--- config.mk ---
export PLATFORM = sky130hd
export DESIGN_NAME = ocmp_unit
export DESIGN_NICKNAME = d
export VERILOG_FILES = /design/src/rtl/ocmp_pkg.sv /design/src/rtl/ocmp_cmp_reg.sv /design/src/rtl/ocmp_eq_detect.sv /design/src/rtl/ocmp_flag.sv /design/src/rtl/ocmp_unit.sv
export SDC_FILE = /design/constraint.sdc
export NUM_CORES = 1
export LEC_CHECK = 0
export BUFFER_PORTS_ARGS = -buffer_cell sky130_fd_sc_hd__buf_2
export CORE_ASPECT_RATIO = 1.4
export CORE_MARGIN = 2
export CORE_UTILIZATION = 40
export CTS_CLUSTER_DIAMETER = 100
export DETAILED_ROUTE_END_ITERATION = 10
export MAX_ROUTING_LAYER = met4
export PLACE_DENSITY = 0.73
export SETUP_SLACK_MARGIN = 0.5
export SYNTH_ARGS = -nofsm -noshare
export SYNTH_HDL_FRONTEND = slang
export SYNTH_SLANG_ARGS = --single-unit
--- constraint.sdc ---
create_clock -name clk -period 0.97 [get_ports clk]
set_clock_uncertainty 0.1 [all_clocks]
set_input_delay 0.097 -clock clk [delete_from_list [all_inputs] [get_ports clk]]
set_output_delay 0.097 -clock clk [all_outputs]
set_load 0.05 [all_outputs]
--- src/rtl/ocmp_pkg.sv ---
package ocmp_pkg;
   parameter int unsigned OCMP_MAX_W = 64;

   typedef struct packed {
      logic set;
      logic ack;
      logic clr;
   } flag_ctl_t;
endpackage

--- src/rtl/ocmp_cmp_reg.sv ---
module ocmp_cmp_reg #(
   parameter int unsigned CNT_W     = 16,
   parameter logic [CNT_W-1:0] CMP_RESET = '0
) (
   input  logic             clk,
   input  logic             rst_n,
   input  logic             wr_i,
   input  logic [CNT_W-1:0] wdata_i,
   output logic [CNT_W-1:0] value_o
);
   logic [CNT_W-1:0] value_q;

   always_ff @(posedge clk) begin
      if (!rst_n) value_q <= CMP_RESET;
      else if (wr_i) value_q <= wdata_i;
   end

   assign value_o = value_q;
endmodule

--- src/rtl/ocmp_eq_detect.sv ---
module ocmp_eq_detect #(
   parameter int unsigned CNT_W    = 16,
   parameter bit          ONE_SHOT = 1'b1
) (
   input  logic             clk,
   input  logic             rst_n,
   input  logic [CNT_W-1:0] count_i,
   input  logic [CNT_W-1:0] cmp_i,
   input  logic             tick_i,
   input  logic             rearm_i,
   output logic             post_o
);
   logic equal_w;

   assign equal_w = (count_i == cmp_i);

   generate
      if (ONE_SHOT) begin : g_once
         logic served_q;
         logic post_w;

         assign post_w = tick_i & equal_w & ~served_q;

         always_ff @(posedge clk) begin
            if (!rst_n)        served_q <= 1'b0;
            else if (rearm_i)  served_q <= 1'b0;
            else if (!equal_w) served_q <= 1'b0;
            else if (post_w)   served_q <= 1'b1;
         end

         assign post_o = post_w;
      end else begin : g_every
         logic unused_w;
         assign unused_w = clk ^ rst_n ^ rearm_i;
         assign post_o   = tick_i & equal_w;
      end
   endgenerate
endmodule

--- src/rtl/ocmp_flag.sv ---
module ocmp_flag
   import ocmp_pkg::*;
(
   input  logic      clk,
   input  logic      rst_n,
   input  flag_ctl_t ctl_i,
   input  logic      irq_en_i,
   output logic      flag_o,
   output logic      irq_o
);
   logic flag_q;
   logic flag_d;

   always_comb begin
      flag_d = flag_q;
      if (ctl_i.set)                    flag_d = 1'b1;
      else if (ctl_i.ack || ctl_i.clr)  flag_d = 1'b0;
   end

   always_ff @(posedge clk) begin
      if (!rst_n) flag_q <= 1'b0;
      else        flag_q <= flag_d;
   end

   assign flag_o = flag_q;
   assign irq_o  = flag_q & irq_en_i;
endmodule

--- src/rtl/ocmp_unit.sv ---
module ocmp_unit
   import ocmp_pkg::*;
#(
   parameter int unsigned      CNT_W     = 16,
   parameter bit               ONE_SHOT  = 1'b1,
   parameter logic [CNT_W-1:0] CMP_RESET = '0
) (
   input  logic             clk,
   input  logic             rst_n,
   input  logic [CNT_W-1:0] count_i,
   input  logic             tick_i,
   input  logic             cmp_wr_i,
   input  logic [CNT_W-1:0] cmp_wdata_i,
   input  logic             irq_en_i,
   input  logic             irq_ack_i,
   input  logic             flag_clr_i,
   output logic             flag_o,
   output logic             irq_o
);
   generate
      if (CNT_W < 1 || CNT_W > OCMP_MAX_W) begin : g_bad_width
         $error("ocmp_unit: CNT_W out of range");
      end
   endgenerate

   logic [CNT_W-1:0] cmp_w;
   logic             post_w;
   flag_ctl_t        ctl_w;

   ocmp_cmp_reg #(
      .CNT_W     (CNT_W),
      .CMP_RESET (CMP_RESET)
   ) cmp_reg_i (
      .clk     (clk),
      .rst_n   (rst_n),
      .wr_i    (cmp_wr_i),
      .wdata_i (cmp_wdata_i),
      .value_o (cmp_w)
   );

   ocmp_eq_detect #(
      .CNT_W    (CNT_W),
      .ONE_SHOT (ONE_SHOT)
   ) eq_i (
      .clk     (clk),
      .rst_n   (rst_n),
      .count_i (count_i),
      .cmp_i   (cmp_w),
      .tick_i  (tick_i),
      .rearm_i (cmp_wr_i),
      .post_o  (post_w)
   );

   assign ctl_w.set = post_w;
   assign ctl_w.ack = irq_ack_i;
   assign ctl_w.clr = flag_clr_i;

   ocmp_flag flag_i (
      .clk      (clk),
      .rst_n    (rst_n),
      .ctl_i    (ctl_w),
      .irq_en_i (irq_en_i),
      .flag_o   (flag_o),
      .irq_o    (irq_o)
   );
endmodule

**After elaboration in Yosys (flattened, before gate mapping)**

Index checks and enable logic that the tools add are counted.

- Register bits after elaboration: 18
- Bits in latches: 0
- Memory bits (writable): 0
- ROM bits: 0
- Output and inout bits: 2
- Memories kept: 0

- $add $sub $neg: 0
- Multipliers: 0
- Div/mod/pow operators: 0
- Order comparisons: 0
- Equality and inequality tests: 1
- Shifts and indexed selects: 0
- Multiplexer cells: 2
- Bitwise operators: 6
- Reduce and logical (&&, ||, !) cells: 3

Operator list:

| operator | count |
|---|---|
| $eq A16 B16 Y1 | 1 |
| $and A1 B1 Y1 | 3 |
| $not A1 Y1 | 3 |
| $reduce_or A3 Y1 | 1 |
| $mux W1 | 2 |
| $reduce_bool A2 Y1 | 1 |
| $logic_or A1 B1 Y1 | 1 |

**Depth between registers and ports, before layout**

Gate-level depths: netlist (run 1).

- Depth after elaboration: 4
- Gate-level depth with buffers: 4
- Mapped depth without buffers: 4

**Modules after synthesis**

A second synthesis (run 1) with hierarchy kept.

- Cells, all modules: 80
- Area, all modules: 880.8 µm²

By module, submodules not included:

| module | instances | cells an instance | area each (µm²) | seq. area each (µm²) |
|---|---|---|---|---|
| ocmp_cmp_reg | 1 | 51 | 615.6 | 320.3 |
| ocmp_eq_detect | 1 | 25 | 217.7 | 20.0 |
| ocmp_flag | 1 | 4 | 47.5 | 20.0 |

**Worst setup path after synthesis (run 1)**

Ideal clock, no wire load.

- Path kind: register -> output
- Start point: reg flag_i.flag_q (netlist: flag_i.flag_o)
- End point: out irq_o
- Arrival: 1120 ps
- Path slack: -347 ps
- Stages on the path, launching flop included: 2
- Path through: dfxtp_1 and2_1

- Word-level cells in the longest chain between the ends: 1

RTL lines:

| what | RTL line | text |
|---|---|---|
| start: declaration | ocmp_flag.sv:11 | `logic flag_q;` |
| start signal: assignment | ocmp_flag.sv:22 | `else flag_q <= flag_d;` |
| $and A1 B1 Y1 | ocmp_flag.sv:26 | `assign irq_o = flag_q & irq_en_i;` |
| end: declaration | ocmp_unit.sv:18 | `output logic irq_o` |

Every way passes these cells.

**Final worst setup path (run 1)**

Same ends and word-level chain as after synthesis.

==> metrics.md, run 1 <==
| Metric | Value |
|---|---|
| CP endpoint kind | `primary output` |
| Setup violators final | `4` |
| Mapped Area | `870 um^2` |
| CP Capture Point | `irq_o` |
| Worst R2R Start | `cmp_reg_i.value_o[12]$_SDFFE_PN0P_` |
| Netlist cell types | `16` |
| Sinks on Clock Net | `18` |
| Pwr Density | `1260 nW/um^2` |
| Final setup TNS | `-0.468 ns` |
| Vias per cell | `roughly 4.8` |
| Clk buf depth | `2` |
| Leakage | `between 0.5 and 0.6 nW` |
| Synth Warn # | `0` |
| First-pass GRT wire length | `2820 um` |
| Hold Path Class | `in2reg` |
| Final hold vios | `16` |
| Peak supply drop | `approximately 0.95 mV` |
| Worst path required time | `0.77 ns` |
| DR WL/cell | `11.3 um` |
| Peak Freq | `0.892 GHz` |
| Depth of the CTS H-tree | `1` |
| Worst r2r path cells | `4` |
| Part of the power in registers | `0.521` |
| Hold slack | `-0.0454 ns` |
| Core footprint | `2130 um^2` |
| Reg2Reg Setup Slack | `-0.09 ns` |
| Fin area | `between 1000 and 1500 um^2` |
| Origin of the worst setup path | `flag_i.flag_o$_SDFFE_PN0P_` |
| Crit path max fanout | `3` |
| # rows | `20` |
| Antenna Nets Post-Route | `0` |
| Largest net degree at the start of global routing | `18` |
| Critical path class | `reg2out` |
| Drt drc | `0` |
| Delay of the slowest critical-path stage | `approximately 0.36 ns` |
| Unrepaired setup endpoints after global routing | `yes` |
| Sequential-to-total area share from yosys stat | `0.414` |
| Failing checks | `negative hold slack, negative setup slack` |
| Net switching power | `0.000367 W` |
| Part of the cycle the worst path needs | `1.16` |
| FF+latch count, synth | `18` |
| Routability congestion estimate | `between 0.6 and 0.7` |
| Diodes inserted | `0` |
| Die height | `59.2 um` |
| Full die area | `2570 um^2` |
| Max stage delay cell, worst path | `dfxtp_4` |
| Starting Density | `0.409` |
| Sw frac | `0.235` |
| Worst slew pin tran | `0.249 ns` |
| Die width | `43.4 um` |
| Max Cap Viol | `0` |
| Clock latency on the worst-skew pair | `a little under 0.3 ns` |
| Worst path cell trace | `and2_4, buf_8` |
| Worst Setup Start Kind | `flip-flop` |
| Clock Pin Slew Worst Setup and Hold Paths | `0.10 ns` |
| Ratio of cells with drive above 1 in the final layout | `0.575` |
| Vias | `714` |
| Internal | `approximately 0.0012 W` |
| Count of final max-slew check failures | `0` |
| CTS tree | `built` |
| Outcome | `finished with violations` |
| Final wirelength | `1680 um` |
| Crit Reg-Reg Endpoint | `eq_i.g_once.served_q$_SDFFE_PP0P_` |
| Comb pwr share | `0.184` |
| Area grow syn2layout | `42.6%` |
| Port bufs | `40` |
| Syn nets | `122` |
| Total GRT Usage | `0.148` |
| Mapped Cells | `83` |
| DR pass1 iterations | `3` |
| Vias in the first global route | `between 700 and 800` |
| CP arrival | `0.92 ns` |
| TritonCTS Buffers | `3` |
| Initial antenna violation count | `0` |
| I/O Pins | `41` |
| Dpl hpwl | `between 1000 and 1500 um` |
| Clock root cell | `clkbuf_4` |
| GR Overflow Total | `0` |
| Area after DPL | `1110 um^2` |
| Final setup margin | `-0.152 ns` |
| Filler cells | `193` |
| 1st-iter DRT viols | `5` |
| NumNets Final | `167` |
| Slew HR | `0.832` |
| Clock Power Share | `0.295` |
| Minimum clock period | `1.12 ns` |
| Syn avg cell area | `approximately 10 um^2` |
## critical path: cells and delay by family (launching register included)
family                 cells  cell delay (ns)
buffers and inverters      1             0.14
DFF                        1             0.36
and+or+nand+nor            1             0.13
## placed cells by master, fill, tap and decap left out, types with 2 or more instances in the layout
master and n:
nor2b_1 17, clkbuf_4 3, mux2i_1 16, nand4_1 3, dfxtp_2 16, buf_8 2, xnor2_2 6, buf_2 38
nor2_1 2, xnor2_1 10, buf_4 2
## layer usage
metal / up-vias / global-route usage / share of wire
met5: - / - / 0
met4: 0 / 0.0779 / 0.026
met3: 4 / 0.0335 / 0.067
met2: 25 / 0.241 / 0.50
met1: 318 / 0.167 / 0.41
li1: 367 / - / -
## cell usage after synthesis (all sizes together)
cell,instances,share of area
nor2,3,0.013
nor4bb,1,0.012
nor2b,17,0.12
buf,2,0.022
dfxtp,18,0.41
nand2,1,0.0043
nor3,1,0.012
clkbuf,1,0.0043
a31o,1,0.010
and3,1,0.0072
nand4,3,0.022
nand3,1,0.0057
mux2i,16,0.18
xnor2,16,0.16
and2,1,0.0072
## worst min path at each step
stage               slack [ns]       startpoint                            endpoint  cells after the start
CTS                      -0.04  cmp_wdata_i[13]  cmp_reg_i.value_o[13]$_SDFFE_PN0P_                      3
floorplan                 0.13            rst_n   cmp_reg_i.value_o[6]$_SDFFE_PN0P_                      1
detailed placement        0.27  cmp_wdata_i[15]  cmp_reg_i.value_o[15]$_SDFFE_PN0P_                      3
global route             -0.04   cmp_wdata_i[3]   cmp_reg_i.value_o[3]$_SDFFE_PN0P_                      3
finish                   -0.05  cmp_wdata_i[15]  cmp_reg_i.value_o[15]$_SDFFE_PN0P_                      3
global placement          0.25   cmp_wdata_i[7]   cmp_reg_i.value_o[7]$_SDFFE_PN0P_                      3
## final cells by class
cell class / count / area (um^2) / share of cell area
Multi-Input combinational cell: 62 / 537 / 0.433
Timing Repair Buffer: 43 / 255 / 0.206
Sequential cell: 18 / 384 / 0.310
Tap cell: 22 / 27.5 / 0.0222
Clock buffer: 4 / 36.3 / 0.0293
## power groups by stage
stage | Sequential, W | Clock [W] | Combinational [W]
3_5_place_dp | 0.000821 | 0 | 0.000267
6_report | 0.000814 | 0.000460 | 0.000287
2_1_floorplan | 0.000815 | 0 | 0.000169
3_3_place_gp | 0.000818 | 0 | 0.000265
4_1_cts | 0.000811 | 0.000471 | 0.000272
5_1_grt | 0.000820 | 0.000504 | 0.000316
## sequential cells by signal, indices dropped and copies added (netlist names)
signal and flops:
eq_i.g_once.served_q 1, cmp_reg_i.value_o 16, flag_i.flag_o 1
## kinds of logic (layout without fill, tap and decap cells)
family                    count (synthesis)  in the layout  share of synthesized area
buffers and inverters                     3             47                     0.0259
and+or+nand+nor                          29             29                      0.204
muxes                                    16             16                      0.184
DFF                                      18             18                      0.414
xor gates and xnor gates                 16             16                      0.161
AOI/OAI and AO/OA                         1              1                     0.0101
## per-stage QoR
| stage | instances | total power, W | hold WS [ns] | setup slack, ns | utilization |
|---|---|---|---|---|---|
| floorplan | 83 | 0.000983 | 0.125 | -0.0382 | - |
| CTS | 149 | 0.00155 | -0.0410 | -0.153 | 0.564 |
| finish | 149 | 0.00156 | -0.0454 | -0.152 | 0.583 |
| global placement | 144 | 0.00108 | 0.254 | -0.0908 | 0.523 |
| global route | 149 | 0.00164 | -0.0432 | -0.177 | 0.583 |
| detailed placement | 144 | 0.00109 | 0.265 | -0.106 | 0.523 |
## what timing repair did
item,CTS,global route
pin swaps,9,3
resized for setup,20,6
endpoints found under the setup margin,20,20
hold endpoints to repair,16,15
buffers inserted,1,0
Note: power is estimated with default switching activity, not from simulation.
==> inputs of run 2 (changes only) <==
--- a/config.mk
+++ b/config.mk
@@ -13,7 +13,7 @@
 export DETAILED_ROUTE_END_ITERATION = 10
 export MAX_ROUTING_LAYER = met4
 export PLACE_DENSITY = 0.73
-export SETUP_SLACK_MARGIN = 0.5
+export SETUP_SLACK_MARGIN = 0.05
 export SYNTH_ARGS = -nofsm -noshare
 export SYNTH_HDL_FRONTEND = slang
 export SYNTH_SLANG_ARGS = --single-unit
==> run 2 against run 1 <==
The flow finishes with violations (negative setup slack). Final area is 12% higher. First-iteration DRC count is 60% higher. Critical path depth stayed put. Critical path type unchanged. Wire length is 21% higher.
==> metrics.md, run 2 (synthesis gave the netlist of run 1 again) <==
| Metric | Value |
|---|---|
| Outcome | `finished with violations` |
| Failing checks | `negative setup slack` |
| Delay of the slowest critical-path stage | `0.34 ns (-0.02 ns)` |
| # rows | `20 (unchanged)` |
| Setup violators final | `4 (unchanged)` |
| Port bufs | `40 (unchanged)` |
| Worst path cell trace | `and2_4, buf_8` |
| Diodes inserted | `0 (unchanged)` |
| Worst R2R Start | `cmp_reg_i.value_o[0]$_SDFFE_PN0P_` |
| Max stage delay cell, worst path | `dfxtp_2` |
| Hold Path Class | `in2reg` |
| NumNets Final | `183 (+9.6%)` |
| Clock Power Share | `0.291 (-0.004)` |
| Depth of the CTS H-tree | `1 (unchanged)` |
| Drt drc | `0 (unchanged)` |
| Die width | `43.4 um (unchanged)` |
| Dpl hpwl | `1330 um (+1.6%)` |
| Clock latency on the worst-skew pair | `0.31 ns (+0.02 ns)` |
| Fin area | `1380 um^2 (+12%)` |
| Sinks on Clock Net | `18 (unchanged)` |
| Clock Pin Slew Worst Setup and Hold Paths | `0.10 ns (about the same)` |
| Starting Density | `0.409 (unchanged)` |
| Vias per cell | `4.65 (-2.9%)` |
| Max Cap Viol | `0 (unchanged)` |
| Sw frac | `0.241 (+0.00630)` |
| DR WL/cell | `12.3 um (+9.1%)` |
| Total GRT Usage | `0.180 (+0.0322)` |
| Peak supply drop | `1.13 mV (+19%)` |
| Final hold vios | `0 (-16)` |
| Part of the cycle the worst path needs | `1.15 (-0.0111)` |
| Hold path cells | `3 (unchanged)` |
| Largest net degree at the start of global routing | `18 (unchanged)` |
| GR Overflow Total | `0 (unchanged)` |
| Slew HR | `0.817 (-0.0142)` |
| Final setup margin | `-0.141 ns (+0.0108 ns)` |
| Worst r2r path cells | `4 (unchanged)` |
| CP top delay family | `flip-flops` |
| Commonest non-fill, non-tap cells in the layout | `buf_2, nor2b_1, mux2i_1, dlygate4sd3_1, xnor2_1` |
| Ratio of cells with drive above 1 in the final layout | `0.448 (-0.127)` |
| Worst path required time | `0.77 ns (about the same)` |
| Part of the power in registers | `0.501 (-0.020)` |
| Pwr Density | `1170 nW/um^2 (-6.7%)` |
| Buf/Inv on CP | `1 (unchanged)` |
| Comb pwr share | `0.209 (+0.025)` |
| Final wirelength | `2030 um (+21%)` |
| Hold slack | `0.0186 ns (+0.0640 ns)` |
| First-pass GRT wire length | `3340 um (+19%)` |
| CTS tree | `built` |
| HP Start | `flag_clr_i` |
| I/O Pins | `41 (unchanged)` |
| Core footprint | `2130 um^2 (unchanged)` |
| Antenna Nets Post-Route | `0 (unchanged)` |
| Peak Freq | `0.900 GHz (+0.97%)` |
| Vias in the first global route | `819 (+16%)` |
| Minimum clock period | `1.11 ns (-0.0108 ns)` |
| Filler cells | `163 (-16%)` |
| Vias | `768 (+7.6%)` |
| Clock root cell | `clkbuf_4` |
| CP arrival | `0.91 ns (about the same)` |
| Crit path max fanout | `2 (-1)` |
| Count of final max-slew check failures | `0 (unchanged)` |
| Worst Setup Start Kind | `flip-flop` |
| Most common cell after layout, fill and taps aside | `buf_2` |
| Area after DPL | `1110 um^2 (-0.23%)` |
| Leakage | `0.625 nW (+11%)` |
| Net switching power | `0.000392 W (+6.9%)` |
| Critical path class | `reg2out` |
| Internal | `0.00123 W (+3.2%)` |
| Initial antenna violation count | `0 (unchanged)` |
| Unrepaired setup endpoints after global routing | `yes` |
| Clk buf depth | `2 (unchanged)` |
| Reg2Reg Setup Slack | `-0.12 ns (-0.03 ns)` |
| DR pass1 iterations | `3 (unchanged)` |
| Crit Reg-Reg Endpoint | `eq_i.g_once.served_q$_SDFFE_PP0P_` |
| Worst slew pin tran | `0.270 ns (+0.0210 ns)` |
| CP endpoint kind | `primary output` |
| Max reg flops | `16 (unchanged)` |
| Origin of the worst setup path | `flag_i.flag_o$_SDFFE_PN0P_` |
| Hold Path Sink | `flag_i.flag_o$_SDFFE_PN0P_` |
| Area grow syn2layout | `59.1%` |
| 1st-iter DRT viols | `8 (+3)` |
| Routability congestion estimate | `0.642 (+3.9%)` |
| Full die area | `2570 um^2 (unchanged)` |
| Die height | `59.2 um (unchanged)` |
| TritonCTS Buffers | `3 (unchanged)` |
run 2: changes by cell type in the layout (fill, tap and decap cells not counted):
cell and delta:
dfxtp_1 +8, dfxtp_2 -7, dfxtp_4 -1, xnor2_1 +1, buf_6 +1, buf_4 -1
dlygate4sd3_1 +16, xnor2_2 -1
run 2: worst reg2reg max path: stages, from the launching register on:
cell and delay, ns:
dfxtp_2 0.35, xnor2_2 0.14, nand3_1 0.10, nor3_2 0.17, and3_1 0.17
run 2: timing repair:
action | in CTS | in global routing
hold endpoints to repair | 16 | 0
buffers inserted | 1 | 0
hold buffers | 16 | 0
resized for setup | 9 | 9
setup endpoints to repair | 4 | 4
pin swaps | 4 | 4
run 2: power by group through the flow:
stage | Sequential [W] | Clock (W) | Combinational [W]
2_1_floorplan | 0.000818 | 0 | 0.000161
3_3_place_gp | 0.000821 | 0 | 0.000264
3_5_place_dp | 0.000824 | 0 | 0.000269
4_1_cts | 0.000808 | 0.000472 | 0.000319
5_1_grt | 0.000819 | 0.000495 | 0.000373
6_report | 0.000814 | 0.000472 | 0.000339
run 2: cell type report:
class / count / area (um^2) / area share
Tap cell: 22 / 27.5 / 0.0199
Multi-Input combinational cell: 62 / 529 / 0.382
Sequential cell: 18 / 372 / 0.269
Clock buffer: 4 / 36.3 / 0.0262
Timing Repair Buffer: 59 / 419 / 0.303
run 2: metrics by stage:
step | setup slack (ns) | setup TNS [ns] | total power (W) | util | cells
after CTS | -0.134 | -0.489 | 0.00160 | 0.629 | 165
after global routing | -0.211 | -0.697 | 0.00169 | 0.651 | 165
after global placement | -0.0919 | -0.183 | 0.00109 | 0.522 | 144
after detailed placement | -0.114 | -0.220 | 0.00109 | 0.522 | 144
after floorplan | -0.0382 | -0.0640 | 0.000978 | - | 83
final | -0.141 | -0.476 | 0.00162 | 0.651 | 165
run 2: per-layer routing:
| metal | wire length, um | part of all wire | track usage | vias to the layer above |
|---|---|---|---|---|
| met5 | 0 | 0 | - | - |
| met4 | 45 | 0.022 | 0.104 | 0 |
| met3 | 82 | 0.040 | 0.0213 | 4 |
| met2 | 1090 | 0.54 | 0.316 | 26 |
| met1 | 816 | 0.40 | 0.192 | 340 |
| li1 | - | - | - | 398 |
run 2: how the worst max path moves through the flow:
stage,depth (start not counted),to
4_1_cts,2,irq_o
5_1_grt,4,eq_i.g_once.served_q$_SDFFE_PP0P_
6_report,2,irq_o
3_3_place_gp,4,eq_i.g_once.served_q$_SDFFE_PP0P_
3_5_place_dp,4,eq_i.g_once.served_q$_SDFFE_PP0P_
2_1_floorplan,4,eq_i.g_once.served_q$_SDFFE_PP0P_
==> inputs of run 3 (changes only) <==
--- a/config.mk
+++ b/config.mk
@@ -5,7 +5,7 @@
 export SDC_FILE = /design/constraint.sdc
 export NUM_CORES = 1
 export LEC_CHECK = 0
-export BUFFER_PORTS_ARGS = -buffer_cell sky130_fd_sc_hd__buf_2
+export BUFFER_PORTS_ARGS = -buffer_cell sky130_fd_sc_hd__clkbuf_2
 export CORE_ASPECT_RATIO = 1.4
 export CORE_MARGIN = 2
 export CORE_UTILIZATION = 40
==> constraint.sdc (replaced) <==
create_clock -name clk -period 0.97 [get_ports clk]
set_clock_uncertainty 0.1 [all_clocks]
set_input_delay 0.097 -clock clk [delete_from_list [all_inputs] [get_ports clk]]
set_output_delay 0.097 -clock clk [all_outputs]
set_load 0.01 [all_outputs]
==> run 3 against run 2 <==
Flip-flop and latch count unchanged. Wire length fell by 8.0%. Final cell count decreased by 0.61%. Die area is the same. Utilization is 2.1 points lower. Critical path depth grew 2. Non-clock buffer count decreased by 1. Largest power group unchanged. Critical endpoint is now eq_i.g_once.served_q$_SDFFE_PP0P_. Hold slack got worse by 0.0089 ns. The flow still finishes with violations (negative setup slack). Fmax is 2.9% higher. Total power down 3.0%. Count of clock-buffer cells in the layout stayed put.
==> metrics.md, run 3 (synthesis gave the netlist of run 1 again) <==
| Metric | Value |
|---|---|
| Minimum clock period | `1.08 ns (-0.0318 ns)` |
| Filler cells | `174 (+6.7%)` |
| Failing checks | `negative setup slack` |
| Vias per cell | `4.51 (-3.2%)` |
| Clock root cell | `clkbuf_4` |
| Antenna Nets Post-Route | `0 (unchanged)` |
| Total GRT Usage | `0.165 (-0.0152)` |
| Drt drc | `0 (unchanged)` |
| Clock latency on the worst-skew pair | `0.28 ns (-0.03 ns)` |
| Clock Pin Slew Worst Setup and Hold Paths | `0.10 ns (about the same)` |
| Critical path class | `reg2reg` |
| Vias | `739 (-3.8%)` |
| Peak supply drop | `0.933 mV (-17%)` |
| Leakage | `0.613 nW (-1.9%)` |
| Worst slew pin tran | `0.259 ns (-0.0113 ns)` |
| Starting Density | `0.409 (unchanged)` |
| Total chip power | `0.00158 W (-3.0%)` |
| Hold Path Class | `in2reg` |
| Vias in the first global route | `744 (-9.2%)` |
| Initial antenna violation count | `0 (unchanged)` |
| Final setup margin | `-0.109 ns (+0.0318 ns)` |
| Final setup TNS | `-0.297 ns (+0.179 ns)` |
| Final hold vios | `0 (unchanged)` |
| Max Cap Viol | `0 (unchanged)` |
| Worst path required time | `1.10 ns (+0.33 ns)` |
| Count of final max-slew check failures | `0 (unchanged)` |
| Sw frac | `0.222 (-0.0193)` |
| 1st-iter DRT viols | `10 (+2)` |
| GR Overflow Total | `0 (unchanged)` |
| Setup violators final | `3 (-1)` |
| CP arrival | `1.21 ns (+0.30 ns)` |
| Depth of the CTS H-tree | `1 (unchanged)` |
| Clock Power Share | `0.276 (-0.015)` |
| Routability congestion estimate | `0.645 (+0.45%)` |
| NumNets Final | `182 (-0.55%)` |
| Placed Cells incl. Taps | `145 (+0.69%)` |
| Final cell count without fillers | `164 (-0.61%)` |
| Core footprint | `2130 um^2 (unchanged)` |
| TritonCTS Buffers | `3 (unchanged)` |
| Crit path max fanout | `2 (unchanged)` |
| Most common cell after layout, fill and taps aside | `clkbuf_2` |
| Seq. cell area | `374 um^2 (+0.67%)` |
| DR WL/cell | `11.4 um (-7.5%)` |
| Area grow syn2layout | `54.0%` |
| CTS tree | `built` |
| First-pass GRT wire length | `3080 um (-7.6%)` |
| Commonest non-fill, non-tap cells in the layout | `clkbuf_2, nor2b_1, mux2i_1` |
| Internal | `0.00123 W (-0.48%)` |
| Part of the power in registers | `0.514 (+0.013)` |
| Part of the cycle the worst path needs | `1.11 (-0.0327)` |
| Largest net degree at the start of global routing | `18 (unchanged)` |
| Worst Setup Start Kind | `flip-flop` |
| Unrepaired setup endpoints after global routing | `yes` |
| Comb pwr share | `0.209 (about the same)` |
| Peak Freq | `0.927 GHz (+2.9%)` |
| Pwr Density | `1180 nW/um^2 (+0.31%)` |
| Slew HR | `0.825 (+0.00762)` |
| DR pass1 iterations | `2 (-1)` |
| Full die area | `2570 um^2 (unchanged)` |
| Die width | `43.4 um (unchanged)` |
| Diodes inserted | `0 (unchanged)` |
| CP endpoint kind | `flip-flop` |
| Port bufs | `40 (unchanged)` |
| Die height | `59.2 um (unchanged)` |
| Max reg flops | `16 (unchanged)` |
| Net switching power | `0.000350 W (-11%)` |
| Sinks on Clock Net | `18 (unchanged)` |
| Final wirelength | `1870 um (-8.0%)` |
| Clk buf depth | `2 (unchanged)` |
| # rows | `20 (unchanged)` |
| Ratio of cells with drive above 1 in the final layout | `0.437 (-0.0109)` |
| Dpl hpwl | `1410 um (+5.9%)` |
| Multi-input logic area | `509 um^2 (-3.8%)` |
| Outcome | `finished with violations` |
| I/O Pins | `41 (unchanged)` |
## run 3: layout make-up
cell class / instances / area share
Timing Repair Buffer: 58 / 0.293
Sequential cell: 18 / 0.279
Clock buffer: 4 / 0.0271
Tap cell: 22 / 0.0206
Multi-Input combinational cell: 62 / 0.380
## run 3: per-layer routing
metal | share of wire | GRT usage | vias up
met4 | 0.0096 | 0.0693 | 0
met3 | 0.042 | 0.0213 | 2
met1 | 0.38 | 0.173 | 326
li1 | - | - | 394
met2 | 0.57 | 0.303 | 17
met5 | 0 | - | -
## run 3: critical path: stages (launching register included)
cell,delay [ns]
dfxtp_1,0.35
xnor2_1,0.12
nand4_1,0.14
nor2_1,0.16
and3_1,0.16
## run 3: worst paths after layout
| kind | start | endpoint | slack, ns | depth (start not counted) |
|---|---|---|---|---|
| max | cmp_reg_i.value_o[14]$_SDFFE_PN0P_ | eq_i.g_once.served_q$_SDFFE_PP0P_ | -0.11 | 4 |
| max reg2reg | cmp_reg_i.value_o[14]$_SDFFE_PN0P_ | eq_i.g_once.served_q$_SDFFE_PP0P_ | -0.11 | 4 |
| min reg2reg | cmp_reg_i.value_o[12]$_SDFFE_PN0P_ | cmp_reg_i.value_o[12]$_SDFFE_PN0P_ | 0.43 | 2 |
| min | cmp_wdata_i[15] | cmp_reg_i.value_o[15]$_SDFFE_PN0P_ | 0.01 | 3 |
## run 3: timing repair
item	CTS	global route
gates resized for setup	9	4
endpoints found under the setup margin	4	4
pin swaps	14	0
hold buffers	15	0
setup buffers	0	0
endpoints found under the hold margin	15	0
## run 3: power by group through the flow
stage               Sequential [W]  Combinational (W)  Clock (W)
floorplan                 0.000818           0.000161          0
global placement          0.000821           0.000269          0
detailed placement        0.000823           0.000276          0
CTS                       0.000810           0.000327   0.000462
global route              0.000817           0.000362   0.000493
finish                    0.000811           0.000330   0.000436
## run 3: through the flow
step / hold slack, ns / instance area (um^2) / util / setup slack, ns
finish: 0.00969 / 1340 / 0.629 / -0.109
global placement: 0.257 / 1110 / 0.524 / -0.110
CTS: 0.00999 / 1320 / 0.619 / -0.110
detailed placement: 0.265 / 1110 / 0.524 / -0.105
floorplan: 0.125 / 873 / - / -0.0382
global route: 0.0297 / 1340 / 0.629 / -0.208
